**src/rtl/irq_ctrl_pkg.sv**
```systemverilog
package irq_ctrl_pkg;

    localparam int DATA_W = 32;

    typedef enum logic [2:0] {
        W_STATUS  = 3'd0,
        W_PENDING = 3'd1,
        W_ENABLE  = 3'd2,
        W_ACK     = 3'd3,
        W_SET_EN  = 3'd4,
        W_CLR_EN  = 3'd5,
        W_VECTOR  = 3'd6,
        W_MASTER  = 3'd7
    } reg_word_e;

    typedef enum logic [1:0] {
        MS_OFF     = 2'd0,
        MS_TEST    = 2'd1,
        MS_HW_HELD = 2'd2,
        MS_HW_RUN  = 2'd3
    } master_state_e;

endpackage

```
**src/rtl/irq_ctrl_master.sv**
```systemverilog
module irq_ctrl_master
    import irq_ctrl_pkg::*;
(
    input  logic       clk,
    input  logic       rst_n,
    input  logic       wr_master,
    input  logic [1:0] wr_bits,
    output logic       glob_en,
    output logic       hw_mode
);

    master_state_e state_q, state_d;

    always_ff @(posedge clk) begin
        if (!rst_n) state_q <= MS_OFF;
        else        state_q <= state_d;
    end

    always_comb begin
        state_d = state_q;
        if (wr_master) begin
            unique case (state_q)
                MS_OFF, MS_TEST: begin
                    unique case (wr_bits)
                        2'b00: state_d = MS_OFF;
                        2'b01: state_d = MS_TEST;
                        2'b10: state_d = MS_HW_HELD;
                        2'b11: state_d = MS_HW_RUN;
                        default: state_d = MS_OFF;
                    endcase
                end
                MS_HW_HELD, MS_HW_RUN: begin
                    state_d = wr_bits[0] ? MS_HW_RUN : MS_HW_HELD;
                end
                default: state_d = MS_OFF;
            endcase
        end
    end

    always_comb begin
        glob_en = 1'b0;
        hw_mode = 1'b0;
        unique case (state_q)
            MS_OFF:     begin glob_en = 1'b0; hw_mode = 1'b0; end
            MS_TEST:    begin glob_en = 1'b1; hw_mode = 1'b0; end
            MS_HW_HELD: begin glob_en = 1'b0; hw_mode = 1'b1; end
            MS_HW_RUN:  begin glob_en = 1'b1; hw_mode = 1'b1; end
            default:    begin glob_en = 1'b0; hw_mode = 1'b0; end
        endcase
    end


    hw_sticky_chk: assert property (@(posedge clk) disable iff (!rst_n)
        hw_mode |=> hw_mode);


    en_follows_write_chk: assert property (@(posedge clk) disable iff (!rst_n)
        wr_master |=> (glob_en == $past(wr_bits[0])));

endmodule

```
**src/rtl/irq_ctrl_capture.sv**
```systemverilog
module irq_ctrl_capture #(
    parameter int          NUM_IRQ   = 8,
    parameter logic [31:0] EDGE_MASK = 32'h0000_000F
) (
    input  logic               clk,
    input  logic               rst_n,
    input  logic [NUM_IRQ-1:0] irq_in,
    input  logic [NUM_IRQ-1:0] ack_clr,
    input  logic [NUM_IRQ-1:0] sw_set,
    output logic [NUM_IRQ-1:0] status_q
);

    for (genvar i = 0; i < NUM_IRQ; i++) begin : g_bit
        if (EDGE_MASK[i]) begin : g_edge
            logic prev_q;
            logic rise;
            assign rise = irq_in[i] & ~prev_q;

            always_ff @(posedge clk) begin
                if (!rst_n) begin
                    prev_q      <= 1'b0;
                    status_q[i] <= 1'b0;
                end else begin
                    prev_q      <= irq_in[i];
                    status_q[i] <= (status_q[i] & ~ack_clr[i]) | rise | sw_set[i];
                end
            end


            edge_latch_chk: assert property (@(posedge clk) disable iff (!rst_n)
                $rose(irq_in[i]) |=> status_q[i]);
        end else begin : g_level
            always_ff @(posedge clk) begin
                if (!rst_n) status_q[i] <= 1'b0;
                else        status_q[i] <= (status_q[i] & ~ack_clr[i]) | irq_in[i] | sw_set[i];
            end


            level_latch_chk: assert property (@(posedge clk) disable iff (!rst_n)
                irq_in[i] |=> status_q[i]);
        end


        ack_clear_chk: assert property (@(posedge clk) disable iff (!rst_n)
            (ack_clr[i] && !irq_in[i] && !sw_set[i] && !$rose(irq_in[i])) |=> !status_q[i]);
    end

endmodule

```
**src/rtl/irq_ctrl_prio.sv**
```systemverilog
module irq_ctrl_prio #(
    parameter int NUM_IRQ = 8,
    localparam int IDX_W  = (NUM_IRQ > 1) ? $clog2(NUM_IRQ) : 1
) (
    input  logic               clk,
    input  logic               rst_n,
    input  logic [NUM_IRQ-1:0] pending,
    output logic               hit,
    output logic [IDX_W-1:0]   idx
);

    always_comb begin
        hit = 1'b0;
        idx = '0;
        for (int i = NUM_IRQ - 1; i >= 0; i--) begin
            if (pending[i]) begin
                hit = 1'b1;
                idx = IDX_W'(i);
            end
        end
    end


    vec_points_pending_chk: assert property (@(posedge clk) disable iff (!rst_n)
        hit |-> pending[idx]);


    vec_lowest_chk: assert property (@(posedge clk) disable iff (!rst_n)
        hit |-> ((pending & ((NUM_IRQ'(1) << idx) - NUM_IRQ'(1))) == '0));

endmodule

```
**src/rtl/irq_ctrl_top.sv**
```systemverilog
module irq_ctrl_top
    import irq_ctrl_pkg::*;
#(
    parameter int          NUM_IRQ   = 8,
    parameter logic [31:0] EDGE_MASK = 32'h0000_000F
) (
    input  logic               clk,
    input  logic               rst_n,
    input  logic [NUM_IRQ-1:0] irq_in,
    input  logic               bus_we,
    input  logic [2:0]         bus_sel,
    input  logic [31:0]        bus_wdata,
    output logic [31:0]        bus_rdata,
    output logic               irq_req
);

    localparam int IDX_W = (NUM_IRQ > 1) ? $clog2(NUM_IRQ) : 1;

    reg_word_e          word;
    logic [NUM_IRQ-1:0] wmask;
    logic [NUM_IRQ-1:0] enable_q;
    logic [NUM_IRQ-1:0] status;
    logic [NUM_IRQ-1:0] pending;
    logic [NUM_IRQ-1:0] ack_clr;
    logic [NUM_IRQ-1:0] sw_set;
    logic               glob_en;
    logic               hw_mode;
    logic               vec_hit;
    logic [IDX_W-1:0]   vec_idx;

    assign word  = reg_word_e'(bus_sel);
    assign wmask = bus_wdata[NUM_IRQ-1:0];

    assign ack_clr = (bus_we && word == W_ACK) ? wmask : '0;
    assign sw_set  = (bus_we && word == W_STATUS && !hw_mode) ? wmask : '0;

    always_ff @(posedge clk) begin
        if (!rst_n) begin
            enable_q <= '0;
        end else if (bus_we) begin
            unique case (word)
                W_ENABLE: enable_q <= wmask;
                W_SET_EN: enable_q <= enable_q | wmask;
                W_CLR_EN: enable_q <= enable_q & ~wmask;
                default:  enable_q <= enable_q;
            endcase
        end
    end

    irq_ctrl_master u_master (
        .clk       (clk),
        .rst_n     (rst_n),
        .wr_master (bus_we && word == W_MASTER),
        .wr_bits   (bus_wdata[1:0]),
        .glob_en   (glob_en),
        .hw_mode   (hw_mode)
    );

    irq_ctrl_capture #(
        .NUM_IRQ   (NUM_IRQ),
        .EDGE_MASK (EDGE_MASK)
    ) u_capture (
        .clk      (clk),
        .rst_n    (rst_n),
        .irq_in   (irq_in),
        .ack_clr  (ack_clr),
        .sw_set   (sw_set),
        .status_q (status)
    );

    assign pending = status & enable_q;

    irq_ctrl_prio #(
        .NUM_IRQ (NUM_IRQ)
    ) u_prio (
        .clk     (clk),
        .rst_n   (rst_n),
        .pending (pending),
        .hit     (vec_hit),
        .idx     (vec_idx)
    );

    assign irq_req = glob_en & hw_mode & vec_hit;

    always_comb begin
        bus_rdata = '0;
        unique case (word)
            W_STATUS:  bus_rdata[NUM_IRQ-1:0] = status;
            W_PENDING: bus_rdata[NUM_IRQ-1:0] = pending;
            W_ENABLE:  bus_rdata[NUM_IRQ-1:0] = enable_q;
            W_VECTOR:  bus_rdata = vec_hit ? 32'(vec_idx) : '1;
            W_MASTER:  bus_rdata[1:0] = {hw_mode, glob_en};
            default:   bus_rdata = '0;
        endcase
    end


    set_alias_chk: assert property (@(posedge clk) disable iff (!rst_n)
        (bus_we && word == W_SET_EN) |=>
            ((enable_q & $past(wmask)) == $past(wmask)) &&
            ((enable_q & ~$past(wmask)) == ($past(enable_q) & ~$past(wmask))));


    clr_alias_chk: assert property (@(posedge clk) disable iff (!rst_n)
        (bus_we && word == W_CLR_EN) |=>
            ((enable_q & $past(wmask)) == '0) &&
            ((enable_q & ~$past(wmask)) == ($past(enable_q) & ~$past(wmask))));


    req_gate_chk: assert property (@(posedge clk) disable iff (!rst_n)
        irq_req |-> (glob_en && hw_mode && (pending != '0)));


    sw_blocked_chk: assert property (@(posedge clk) disable iff (!rst_n)
        hw_mode |-> (sw_set == '0));

endmodule

```
**config.mk**
```make
export PLATFORM = sky130hd
export DESIGN_NAME = irq_ctrl_top
export DESIGN_NICKNAME = d
export VERILOG_FILES = /design/src/rtl/irq_ctrl_pkg.sv /design/src/rtl/irq_ctrl_master.sv /design/src/rtl/irq_ctrl_capture.sv /design/src/rtl/irq_ctrl_prio.sv /design/src/rtl/irq_ctrl_top.sv
export SDC_FILE = /design/constraint.sdc
export NUM_CORES = 1
export LEC_CHECK = 0
export CORE_MARGIN = 4
export CORE_UTILIZATION = 43
export CTS_BUF_LIST = sky130_fd_sc_hd__clkbuf_2 sky130_fd_sc_hd__clkbuf_4 sky130_fd_sc_hd__clkbuf_8
export CTS_CLUSTER_SIZE = 28
export DETAILED_ROUTE_END_ITERATION = 10
export GPL_ROUTABILITY_DRIVEN = 0
export PLACE_DENSITY = 0.87
export SYNTH_ARGS = -nofsm -noshare
export SYNTH_HDL_FRONTEND = slang
export SYNTH_SLANG_ARGS = --single-unit
```
**constraint.sdc**
```tcl
create_clock -name clk -period 6.4 [get_ports clk]
set_input_delay 1.92 -clock clk [delete_from_list [all_inputs] [get_ports clk]]
set_output_delay 1.92 -clock clk [all_outputs]
set_load 0.005 [all_outputs]
```
==> metrics.md <==
| Metric | Value |
|---|---|
| Capture point of the worst reg-to-reg path | `u_capture.status_q[2]` |
| Worst setup SP type | `input pin` |
| CTS tree | `done` |
| Final Hold Viols | `0` |
| Initial antenna violation count | `0` |
| Register area | `440 um^2` |
| Yosys reg bits | `22` |
| Slew Limit Fails | `0` |
| DRC errors left | `0` |
| Count of different cell masters after synthesis | `35` |
| Via/cell ratio | `5.51` |
| Clock Latency Late Sink | `0.31 ns` |
| Post-layout util | `60.0%` |
| First-pass GRT wire length | `5660 um` |
| Crit-path max FO | `25` |
| Switching Share | `27.9%` |
| Maximum VDD drop | `119 uV` |
| PD cells | `166 nW/um^2` |
| Largest net degree at the start of global routing | `31` |
| Seq/Total Area, Yosys | `30.1%` |
| Reg2Reg Setup Slack | `4.70 ns` |
| Initial Util | `46.4%` |
| Worst Path Arrival | `4.13 ns` |
| RSZ-0062 raised after global routing | `no` |
| # resized after CTS | `0` |
| Syn Nets | `237` |
| Ys flop type | `dfxtp_1` |
| Core Area | `3150 um^2` |
| Diodes inserted | `0` |
| Die width | `66.3 um` |
| Maxcap violations | `0` |
| Htree depth | `1` |
| Nets | `266` |
| DRT Pass-1 Iters | `5` |
| Hold path depth | `2` |
| Post-DP HPWL | `2700 um` |
| Final WL | `3780 um` |
| EDFF count, synth | `0` |
| Final ANT Viol Nets | `0` |
| Die height | `66.3 um` |
| IO Count | `79` |
| Worst Skew | `0.00401 ns` |
| Clk slew on worst S/H paths | `0.12 ns` |
| Worst R2R Path Depth | `3` |
| Clock Power Share | `24.8%` |
| Initial DRC Count | `79` |
| Average size of a mapped cell | `7.66 um^2` |
| Switching Power | `0.0875 mW` |
| Port bufs | `54` |
| Seq pwr share | `48.4%` |
| Die ar. | `4400 um^2` |
| Achievable frequency | `0.165 GHz` |
| Critical path class | `input pin to output pin` |
| Tightest Hold Check Type | `register to register` |
| CTS Hold Bufs | `0` |
| Root Buffer | `clkbuf_4` |
| Internal power | `0.227 mW` |
| Hold endpoint | `u_master.state_q[0]` |
| Total power | `0.314 mW` |
| Area growth syn-to-layout | `29.3%` |
| CTS buffer count | `3` |
| FP Rows | `20` |
| Final Setup Violations | `0` |
| Setup TNS Final | `0 ns` |
| CTS Sinks | `22` |
| Fill count | `288` |
| Worst slew pin tran | `1.05 ns` |
| Slew margin rel. | `29.0%` |
| Hold_sp | `u_master.state_q[0]` |
| Leakage Power | `0.698 nW` |
| Mapped Cells | `191` |
| Multi-input logic area | `742 um^2` |
| Post-CTS setup buffers | `0` |
| Cell Area, Synth | `1460 um^2` |
| Yosys Warn Count | `0` |
| Period utilization | `94.5%` |
| Post-DR wirelength/cell | `14.4 um` |
| DR vias | `1450` |
| WP data required | `4.48 ns` |
| Status | `finished clean` |
| Share of cells above drive strength 1 | `6.85%` |
| Total track usage | `16.3%` |
| Remaining global-route overflow | `0` |
| Longest Clk Path Bufs | `2` |
| Worst R2R Start | `u_master.state_q[1]` |
| Logic pwr share | `26.8%` |
| Ys async rst share | `0%` |
| Period minus WS final | `6.05 ns` |
| Vias in the first global route | `1286` |
| CP endpoint kind | `output pin` |
[cell usage in the layout, fill, tap and decap left out, drive strengths merged, types with 8 or more instances in the layout]
| cell type | n |
|---|---|
| o21ai | 15 |
| inv | 13 |
| o21a | 8 |
| o22ai | 9 |
| nand2 | 28 |
| dfxtp | 22 |
| a22oi | 9 |
| nor2b | 9 |
| clkdlybuf4s50 | 54 |
| a21oi | 9 |
[cell usage after synthesis (2+ instances only)]
master	number	area share, %
o21ai_0	13	4.4
buf_4	26	13
o21a_1	8	4.1
nand3_1	3	1.0
a22oi_1	9	4.6
nand2b_1	2	0.86
nand2_1	27	6.9
o22ai_1	9	3.8
a31oi_1	2	0.86
and2_1	5	2.1
a221oi_1	5	3.0
inv_1	13	3.3
a211oi_1	5	2.6
dfxtp_1	22	30
nor2b_1	9	3.8
clkbuf_1	3	0.77
buf_2	3	1.0
a21oi_1	8	2.7
nor2_1	3	0.77
[power groups by stage]
stage	Combinational (mW)	Clock (mW)	Sequential, mW
finish	0.0842	0.0779	0.152
global route	0.0919	0.0850	0.153
CTS	0.0841	0.0804	0.152
detailed placement	0.0837	0	0.155
global placement	0.0821	0	0.154
floorplan	0.0486	0	0.153
[area by class of cell]
class | instances | area share (%)
multi-input combinational | 122 | 39.2
timing repair buffer | 57 | 29.8
sequential | 22 | 23.3
tap | 44 | 2.91
inverter | 14 | 2.85
clock buffer | 4 | 1.92
[flip-flops by register name, indices dropped and copies added, names as in the netlist]
signal	cells
u_master.state_q	2
enable_q	8
u_capture.g_bit.g_edge.prev_q	4
u_capture.status_q	8
[layer usage]
metal / wire [um] / track usage [%] / vias to the layer above
met5: 0 / 0 / -
met4: 24 / 6.35 / 0
met3: 379 / 2.89 / 6
met2: 1720 / 25.8 / 81
met1: 1660 / 21.8 / 660
li1: - / - / 703
[metrics by stage]
stage	cell area, um^2	worst slack [ns]	hold slack [ns]	instances
floorplan	1460	1.38	0.457	191
global placement	1850	0.366	0.474	259
detailed placement	1850	0.371	0.474	259
CTS	1890	0.350	0.497	263
global route	1890	0.244	0.520	263
finish	1890	0.355	0.497	263
[worst max path at each step]
stage                           from       endpoint  depth (start not counted)
after global placement    bus_sel[0]   bus_rdata[0]                          8
after global routing      bus_sel[0]   bus_rdata[0]                          8
final                     bus_sel[0]   bus_rdata[0]                          8
after CTS                 bus_sel[0]   bus_rdata[0]                          8
after floorplan           bus_sel[0]  bus_rdata[10]                          7
after detailed placement  bus_sel[0]   bus_rdata[0]                          8
[cells by family (layout without fill, tap and decap cells)]
kind of cell | Yosys count | after routing | share of synthesized area, %
and+or+nand+nor | 56 | 56 | 19.5
DFF | 22 | 22 | 30.1
AOI/OAI and AO/OA | 66 | 66 | 30.8
buffers and inverters | 47 | 75 | 19.6
[critical path, cell delays in order]
cell and delay (ns):
clkdlybuf4s50_1 0.48, nand2b_1 0.23, a21oi_4 0.13, nand2_2 0.08, or3_4 0.42, clkinv_2 0.22, a2111o_1 0.14, clkdlybuf4s50_1 0.50
Power figures use the tool's default switching activity.
